File: src/rtl/sprite_dma_pkg.sv
package sprite_dma_pkg;

   typedef enum logic [1:0] {
      ST_IDLE = 2'd0,
      ST_LEAD = 2'd1,
      ST_COPY = 2'd2
   } copy_state_e;

   localparam int unsigned DEF_ENTRIES  = 160;
   localparam int unsigned DEF_LEAD_IN  = 31;
   localparam int unsigned DEF_INTERVAL = 4;

endpackage

File: src/rtl/sprite_dma_pacer.sv
module sprite_dma_pacer
   import sprite_dma_pkg::*;
#(
   parameter int unsigned ENTRIES  = DEF_ENTRIES,
   parameter int unsigned LEAD_IN  = DEF_LEAD_IN,
   parameter int unsigned INTERVAL = DEF_INTERVAL,
   localparam int unsigned IDX_W   = $clog2(ENTRIES),
   localparam int unsigned LEAD_W  = $clog2(LEAD_IN + 1),
   localparam int unsigned PH_W    = $clog2(INTERVAL)
) (
   input  logic             clk_i,
   input  logic             rst_ni,
   input  logic             start_i,
   output logic             busy_o,
   output logic             rd_stb_o,
   output logic             wr_stb_o,
   output logic [IDX_W-1:0] idx_o
);

   localparam logic [LEAD_W-1:0] LeadLast = LEAD_W'(LEAD_IN - 1);
   localparam logic [PH_W-1:0]   PhRead   = PH_W'(INTERVAL - 2);
   localparam logic [PH_W-1:0]   PhWrite  = PH_W'(INTERVAL - 1);
   localparam logic [IDX_W-1:0]  IdxLast  = IDX_W'(ENTRIES - 1);

   copy_state_e      st_q;
   logic [LEAD_W-1:0] lead_q;
   logic [PH_W-1:0]  ph_q;
   logic [IDX_W-1:0] idx_q;

   always_ff @(posedge clk_i) begin
      if (!rst_ni) begin
         st_q   <= ST_IDLE;
         lead_q <= '0;
         ph_q   <= '0;
         idx_q  <= '0;
      end else if (start_i) begin
         st_q   <= ST_LEAD;
         lead_q <= '0;
         ph_q   <= '0;
         idx_q  <= '0;
      end else begin
         unique case (st_q)
            ST_LEAD: begin
               if (lead_q == LeadLast) st_q <= ST_COPY;
               else                    lead_q <= lead_q + 1'b1;
            end
            ST_COPY: begin
               if (ph_q == PhWrite) begin
                  ph_q <= '0;
                  if (idx_q == IdxLast) st_q  <= ST_IDLE;
                  else                  idx_q <= idx_q + 1'b1;
               end else begin
                  ph_q <= ph_q + 1'b1;
               end
            end
            default: ;
         endcase
      end
   end

   assign busy_o   = (st_q != ST_IDLE);
   assign rd_stb_o = (st_q == ST_COPY) && (ph_q == PhRead);
   assign wr_stb_o = (st_q == ST_COPY) && (ph_q == PhWrite);
   assign idx_o    = idx_q;

endmodule

File: src/rtl/sprite_dma_fetch.sv
module sprite_dma_fetch #(
   parameter int unsigned ADDR_W     = 16,
   parameter int unsigned DATA_W     = 8,
   parameter int unsigned PAGE_W     = 8,
   parameter int unsigned IDX_W      = 8,
   parameter int unsigned LIMIT_PAGE = 'hE0,
   parameter logic [DATA_W-1:0] FILL = '1,
   localparam int unsigned OFS_W     = ADDR_W - PAGE_W
) (
   input  logic              clk_i,
   input  logic              rst_ni,
   input  logic              start_i,
   input  logic [PAGE_W-1:0] page_i,
   input  logic              rd_stb_i,
   input  logic [IDX_W-1:0]  idx_i,
   input  logic [DATA_W-1:0] rdata_i,
   output logic              rd_o,
   output logic [ADDR_W-1:0] addr_o,
   output logic [DATA_W-1:0] wdata_o
);

   logic [PAGE_W-1:0] page_q;
   logic              fetched_q;
   logic              page_ok;

   generate
      if (LIMIT_PAGE >= (1 << PAGE_W)) begin : g_no_limit
         assign page_ok = 1'b1;
      end else begin : g_limit
         assign page_ok = (page_q < PAGE_W'(LIMIT_PAGE));
      end
   endgenerate

   always_ff @(posedge clk_i) begin
      if (!rst_ni) begin
         page_q    <= '0;
         fetched_q <= 1'b0;
      end else if (start_i) begin
         page_q    <= page_i;
         fetched_q <= 1'b0;
      end else begin
         fetched_q <= rd_stb_i && page_ok;
      end
   end

   assign rd_o    = rd_stb_i && page_ok;
   assign addr_o  = {page_q, OFS_W'(idx_i)};
   assign wdata_o = fetched_q ? rdata_i : FILL;

endmodule

File: src/rtl/sprite_dma_arb.sv
module sprite_dma_arb #(
   parameter int unsigned ADDR_W = 16,
   parameter logic [ADDR_W-1:0] WIN_LO = 16'hFF80,
   parameter logic [ADDR_W-1:0] WIN_HI = 16'hFFFE
) (
   input  logic              busy_i,
   input  logic [ADDR_W-1:0] cpu_addr_i,
   output logic              grant_o
);

   logic in_win;
   assign in_win  = (cpu_addr_i >= WIN_LO) && (cpu_addr_i <= WIN_HI);
   assign grant_o = !busy_i || in_win;

endmodule

File: src/rtl/sprite_dma.sv
module sprite_dma
   import sprite_dma_pkg::*;
#(
   parameter int unsigned ADDR_W     = 16,
   parameter int unsigned DATA_W     = 8,
   parameter int unsigned REG_W      = 8,
   parameter logic [7:0]  START_OFS  = 8'h46,
   parameter int unsigned ENTRIES    = DEF_ENTRIES,
   parameter int unsigned LEAD_IN    = DEF_LEAD_IN,
   parameter int unsigned INTERVAL   = DEF_INTERVAL,
   parameter int unsigned LIMIT_PAGE = 'hE0,
   parameter logic [15:0] DST_BASE   = 16'hFE00,
   parameter logic [15:0] WIN_LO     = 16'hFF80,
   parameter logic [15:0] WIN_HI     = 16'hFFFE,
   localparam int unsigned PAGE_W    = DATA_W,
   localparam int unsigned IDX_W     = $clog2(ENTRIES)
) (
   input  logic              clk_i,
   input  logic              rst_ni,
   input  logic              cfg_wr_i,
   input  logic [REG_W-1:0]  cfg_addr_i,
   input  logic [DATA_W-1:0] cfg_wdata_i,
   input  logic [ADDR_W-1:0] cpu_addr_i,
   output logic              cpu_grant_o,
   output logic              src_rd_o,
   output logic [ADDR_W-1:0] src_addr_o,
   input  logic [DATA_W-1:0] src_rdata_i,
   output logic              dst_we_o,
   output logic [ADDR_W-1:0] dst_addr_o,
   output logic [DATA_W-1:0] dst_wdata_o,
   output logic              busy_o
);

   generate
      if (INTERVAL < 2) begin : g_bad_interval
         $error("INTERVAL must be at least 2");
      end
      if (LEAD_IN < 1) begin : g_bad_lead
         $error("LEAD_IN must be at least 1");
      end
      if (IDX_W > ADDR_W - PAGE_W) begin : g_bad_entries
         $error("ENTRIES must fit inside one source page");
      end
   endgenerate

   logic             start;
   logic             rd_stb;
   logic             wr_stb;
   logic [IDX_W-1:0] idx;

   assign start = cfg_wr_i && (cfg_addr_i == REG_W'(START_OFS));

   sprite_dma_pacer #(
      .ENTRIES  (ENTRIES),
      .LEAD_IN  (LEAD_IN),
      .INTERVAL (INTERVAL)
   ) u_pacer (
      .clk_i    (clk_i),
      .rst_ni   (rst_ni),
      .start_i  (start),
      .busy_o   (busy_o),
      .rd_stb_o (rd_stb),
      .wr_stb_o (wr_stb),
      .idx_o    (idx)
   );

   sprite_dma_fetch #(
      .ADDR_W     (ADDR_W),
      .DATA_W     (DATA_W),
      .PAGE_W     (PAGE_W),
      .IDX_W      (IDX_W),
      .LIMIT_PAGE (LIMIT_PAGE)
   ) u_fetch (
      .clk_i    (clk_i),
      .rst_ni   (rst_ni),
      .start_i  (start),
      .page_i   (cfg_wdata_i),
      .rd_stb_i (rd_stb),
      .idx_i    (idx),
      .rdata_i  (src_rdata_i),
      .rd_o     (src_rd_o),
      .addr_o   (src_addr_o),
      .wdata_o  (dst_wdata_o)
   );

   sprite_dma_arb #(
      .ADDR_W (ADDR_W),
      .WIN_LO (ADDR_W'(WIN_LO)),
      .WIN_HI (ADDR_W'(WIN_HI))
   ) u_arb (
      .busy_i     (busy_o),
      .cpu_addr_i (cpu_addr_i),
      .grant_o    (cpu_grant_o)
   );

   assign dst_we_o   = wr_stb;
   assign dst_addr_o = ADDR_W'(DST_BASE) + ADDR_W'(idx);

endmodule

File: config.mk
export PLATFORM = sky130hd
export DESIGN_NAME = sprite_dma
export DESIGN_NICKNAME = d
export VERILOG_FILES = /design/src/rtl/sprite_dma_pkg.sv /design/src/rtl/sprite_dma_pacer.sv /design/src/rtl/sprite_dma_fetch.sv /design/src/rtl/sprite_dma_arb.sv /design/src/rtl/sprite_dma.sv
export SDC_FILE = /design/constraint.sdc
export NUM_CORES = 1
export LEC_CHECK = 0
export ABC_AREA = 1
export BUFFER_PORTS_ARGS = -buffer_cell sky130_fd_sc_hd__buf_2
export CAP_MARGIN = 10
export CORE_ASPECT_RATIO = 0.8
export CORE_MARGIN = 2
export CORE_UTILIZATION = 45
export CTS_CLUSTER_SIZE = 25
export DETAILED_ROUTE_END_ITERATION = 7
export GPL_ROUTABILITY_DRIVEN = 0
export PLACE_DENSITY = 0.78
export SKIP_LAST_GASP = 1
export SLEW_MARGIN = 0
export SYNTH_ARGS = -nofsm -noshare
export SYNTH_HDL_FRONTEND = slang
export SYNTH_SLANG_ARGS = --single-unit
File: constraint.sdc
create_clock -name clk_i -period 1.4 [get_ports clk_i]
set_input_delay 0.28 -clock clk_i [delete_from_list [all_inputs] [get_ports clk_i]]
set_output_delay 0.28 -clock clk_i [all_outputs]
set_load 0.02 [all_outputs]
==> insert_results.sql <==
INSERT INTO impl_metrics (metric_group, metric, value, unit) VALUES
('run_status', 'status', 'completed', ''),
('cts', 'register_clock_pin_slew_on_the_reported_worst_setup_and_hold_paths', '0.10', 'ns'),
('cts', 'cts_tree', 'done', ''),
('global_routing', 'grt_usage', '18.4', '%'),
('floorplan', 'design.die.area', '4170', 'µm²'),
('logic_synthesis', 'synthesis.yosys.warnings', '0', ''),
('detailed_routing', 'drc', '0', ''),
('pwr', 'netSwitchingPower', '0.000320', 'W'),
('placement', 'place.port_buffers', '78', ''),
('final_layout', 'finish.net_count', '379', ''),
('global_routing', 'grt_max_degree', '18', ''),
('cts', 'clock_tree.htree_level_count', '1', ''),
('timing', 'achievable_frequency', '727', 'MHz'),
('detailed_routing', 'routed_via_density', '4.67', ''),
('pwr', 'power_density', '669', 'nW/µm²'),
('placement', 'place.detailed.hpwl', '2.97', 'mm'),
('critical_path', 'crit_arrival', '1.09', 'ns'),
('floorplan', 'top_level_ports', '87', ''),
('cts', 'insertion_delay', '0.28', 'ns'),
('cts', 'cts-buffers-inserted', '3', ''),
('critical_path', 'crit_path_end_kind', 'output port', ''),
('pwr', 'power.share.switching', '21.4', '%'),
('timing', 'final.setup.tns', '0', 'ns'),
('timing', 'setup_viol', '0', ''),
('pwr', 'p_clk_share', '42.0', '%'),
('logic_synthesis', 'synth_top_cells_by_area', 'sky130_fd_sc_hd__dfxtp_1 (32%), sky130_fd_sc_hd__nand2_1 (15%), sky130_fd_sc_hd__buf_4 (7.7%)', ''),
('logic_synthesis', 'synth-seq-area-share', '31.5', '%'),
('timing', 'final_period_minus_worst_setup_slack', '1.37', 'ns'),
('pwr', 'seq_pwr_share', '49.0', '%'),
('logic_synthesis', 'synth-edff-count', '0', ''),
('cts', 'clk_path_buf_depth', '2', ''),
('detailed_routing', 'detailroute.via_count', '1739', ''),
('timing', 'finalHoldViolCount', '0', ''),
('global_routing', 'grt_most_used_layer', 'met2', ''),
('global_routing', 'vias_in_the_first_global_route', '1477', ''),
('detailed_routing', 'drtAntennaViolNets', '0', ''),
('global_routing', 'use_met1', '22.5', '%'),
('logic_synthesis', 'syn_area', '1650', 'µm²'),
('floorplan', 'start_util', '47.5', '%'),
('timing', 'timing.clock.skew', '0.0104', 'ns'),
('final_layout', 'antenna_cells', '0', ''),
('critical_path', 'setup.worst_path.start_class', 'register', ''),
('cts', 'cts.hold.buffers_added', '0', ''),
('logic_synthesis', 'synth_async_sr_flop_share', '0', '%'),
('detailed_routing', 'post_drt_wl_per_cell', '10.3', 'µm'),
('floorplan', 'chipWidth', '71.7', 'µm'),
('global_routing', 'antenna_violations_before_repair', '0', ''),
('logic_synthesis', 'netlist.area_leader.share', '31.5', '%'),
('global_routing', 'grt_pass1_wl', '6.09', 'mm'),
('critical_path', 'worstPathMaxFanout', '3', ''),
('logic_synthesis', 'synth_area_per_cell', '6.68', 'µm²'),
('critical_path', 'timing.critical_path.required', '1.12', 'ns'),
('job', 'drv_cap', '0', ''),
('critical_path', 'timing_worst_setup_path_type', 'reg -> out', ''),
('cts', 'total_clock_sinks', '26', ''),
('logic_synthesis', 'ys_ff_latch', '26', ''),
('timing', 'fin_hold_ws', '0.317', 'ns'),
('final_layout', 'areaGrowthSynthToFinish', '35.6', '%'),
('global_routing', 'groute.layer.met2.usage', '32.0', '%'),
('logic_synthesis', 'yosys.cell_count.top_type', 'sky130_fd_sc_hd__nand2_1', ''),
('timing', 'grt_setup_unrepaired', 'yes', ''),
('logic_synthesis', 'synthFlopType', 'sky130_fd_sc_hd__dfxtp_1', ''),
('logic_synthesis', 'synth.cells.most_frequent', 'sky130_fd_sc_hd__nand2_1 (66), sky130_fd_sc_hd__nor2_1 (31), sky130_fd_sc_hd__inv_1 (30), sky130_fd_sc_hd__dfxtp_1 (26), sky130_fd_sc_hd__buf_4 (17)', ''),
('detailed_routing', 'wirelength', '3.84', 'mm'),
('min_path', 'holdCritPathClass', 'in -> reg', ''),
('cts', 'clockRootBuffer', 'sky130_fd_sc_hd__clkbuf_8', ''),
('global_routing', 'overflow_after_grt', '0', ''),
('logic_synthesis', 'synth_largest_area_cell', 'sky130_fd_sc_hd__dfxtp_1', ''),
('detailed_routing', 'drtPass1Iterations', '4', ''),
('pwr', 'combinationalPowerShare', '8.9', '%'),
('timing', 'final-max-slew-violation-count', '0', '');
==> power by group through the flow <==
| stage | Sequential [W] | Combinational [W] | Clock, W |
|---|---|---|---|
| 6_report | 0.000734 | 0.000134 | 0.000629 |
| 5_1_grt | 0.000735 | 0.000150 | 0.000667 |
| 4_1_cts | 0.000736 | 0.000134 | 0.000638 |
| 3_5_place_dp | 0.000757 | 0.000134 | 0 |
| 3_3_place_gp | 0.000757 | 0.000132 | 0 |
| 2_1_floorplan | 0.000758 | 0.0000795 | 0 |
==> metal layers <==
layer | routed length [µm] | up-vias
met3 | 336 | 5
met1 | 1590 | 756
met5 | 0 | -
li1 | - | 910
met4 | 48 | 0
met2 | 1860 | 68
==> registers in the layout, summed over array words and instances, names as in the netlist <==
| register | cells |
|---|---|
| u_fetch.page_q | 8 |
| u_pacer.st_q | 2 |
| u_fetch.fetched_q | 1 |
| u_pacer.lead_q | 5 |
| u_pacer.ph_q | 2 |
| u_pacer.idx_o | 8 |
==> layout by cell type, fill, tap and decap left out, drive strengths merged, types with 3 or more instances in the layout <==
master	count
o21ai	5
nor2	37
nand2	70
conb	8
dfxtp	26
buf	92
ha	5
nand3	10
inv	37
nand4	12
clkbuf	3
xor2	3
a21oi	15
==> cell type report <==
class,count,area [µm²]
Clock buffer,3,41.3
Clock inverter,1,30.0
Fill cell,315,1230
Inverter,37,144
Multi-Input combinational cell,171,927
Sequential cell,26,534
Tap cell,42,52.6
Timing Repair Buffer,92,508
==> kinds of logic (layout without fill, tap and decap cells) <==
logic type | after synthesis | in the layout | share of synthesized area, %
AND/OR/NAND/NOR | 132 | 132 | 37.8
buffers and inverters | 56 | 133 | 16.7
flip-flops | 26 | 26 | 31.5
AO/OA/AOI/OAI | 22 | 22 | 7.66
adder cells (fa/ha/maj) | 5 | 5 | 3.79
XOR/XNOR | 4 | 4 | 2.12
other | 2 | 8 | 0.455
==> metrics by stage <==
stage,cells,power [W],util (%),cell area (µm²),setup slack [ns]
final,372,0.00150,64.5,2240,0.0252
after global placement,360,0.000889,58.4,2030,0.133
after CTS,367,0.00151,62.3,2160,-0.0107
after detailed placement,360,0.000891,58.4,2030,0.0493
after floorplan,253,0.000838,-,1670,0.000839
after global routing,372,0.00155,64.5,2240,-0.0270
==> worst max-delay path, cell delays in order, from the launching register on <==
cell	delay (ns)
sky130_fd_sc_hd__dfxtp_4	0.38
sky130_fd_sc_hd__inv_2	0.05
sky130_fd_sc_hd__ha_4	0.16
sky130_fd_sc_hd__nand3_4	0.07
sky130_fd_sc_hd__inv_2	0.04
sky130_fd_sc_hd__buf_6	0.12
==> final timing paths <==
path / start / end / slack, ns / depth (start not counted)
max: u_pacer.ph_q[0]$_SDFFE_PP0P_ / src_rd_o / 0.03 / 5
min: cfg_wdata_i[5] / u_fetch.page_q[5]$_SDFFE_PN0P_ / 0.32 / 5
max reg2reg: u_pacer.lead_q[0]$_SDFFE_PP0P_ / u_pacer.lead_q[1]$_SDFFE_PP0P_ / 0.12 / 7
min reg2reg: u_fetch.page_q[1]$_SDFFE_PN0P_ / u_fetch.page_q[1]$_SDFFE_PN0P_ / 0.49 / 2
==> repair_timing <==
| action | 4_1_cts | 5_1_grt |
|---|---|---|
| gates resized for setup | 16 | 7 |
| buffers inserted | 3 | 5 |
| pin swaps | 0 | 3 |
| hold endpoints to repair | 0 | 0 |
| endpoints found under the setup margin | 4 | 11 |
No activity file was read; power rests on OpenSTA's default activity.
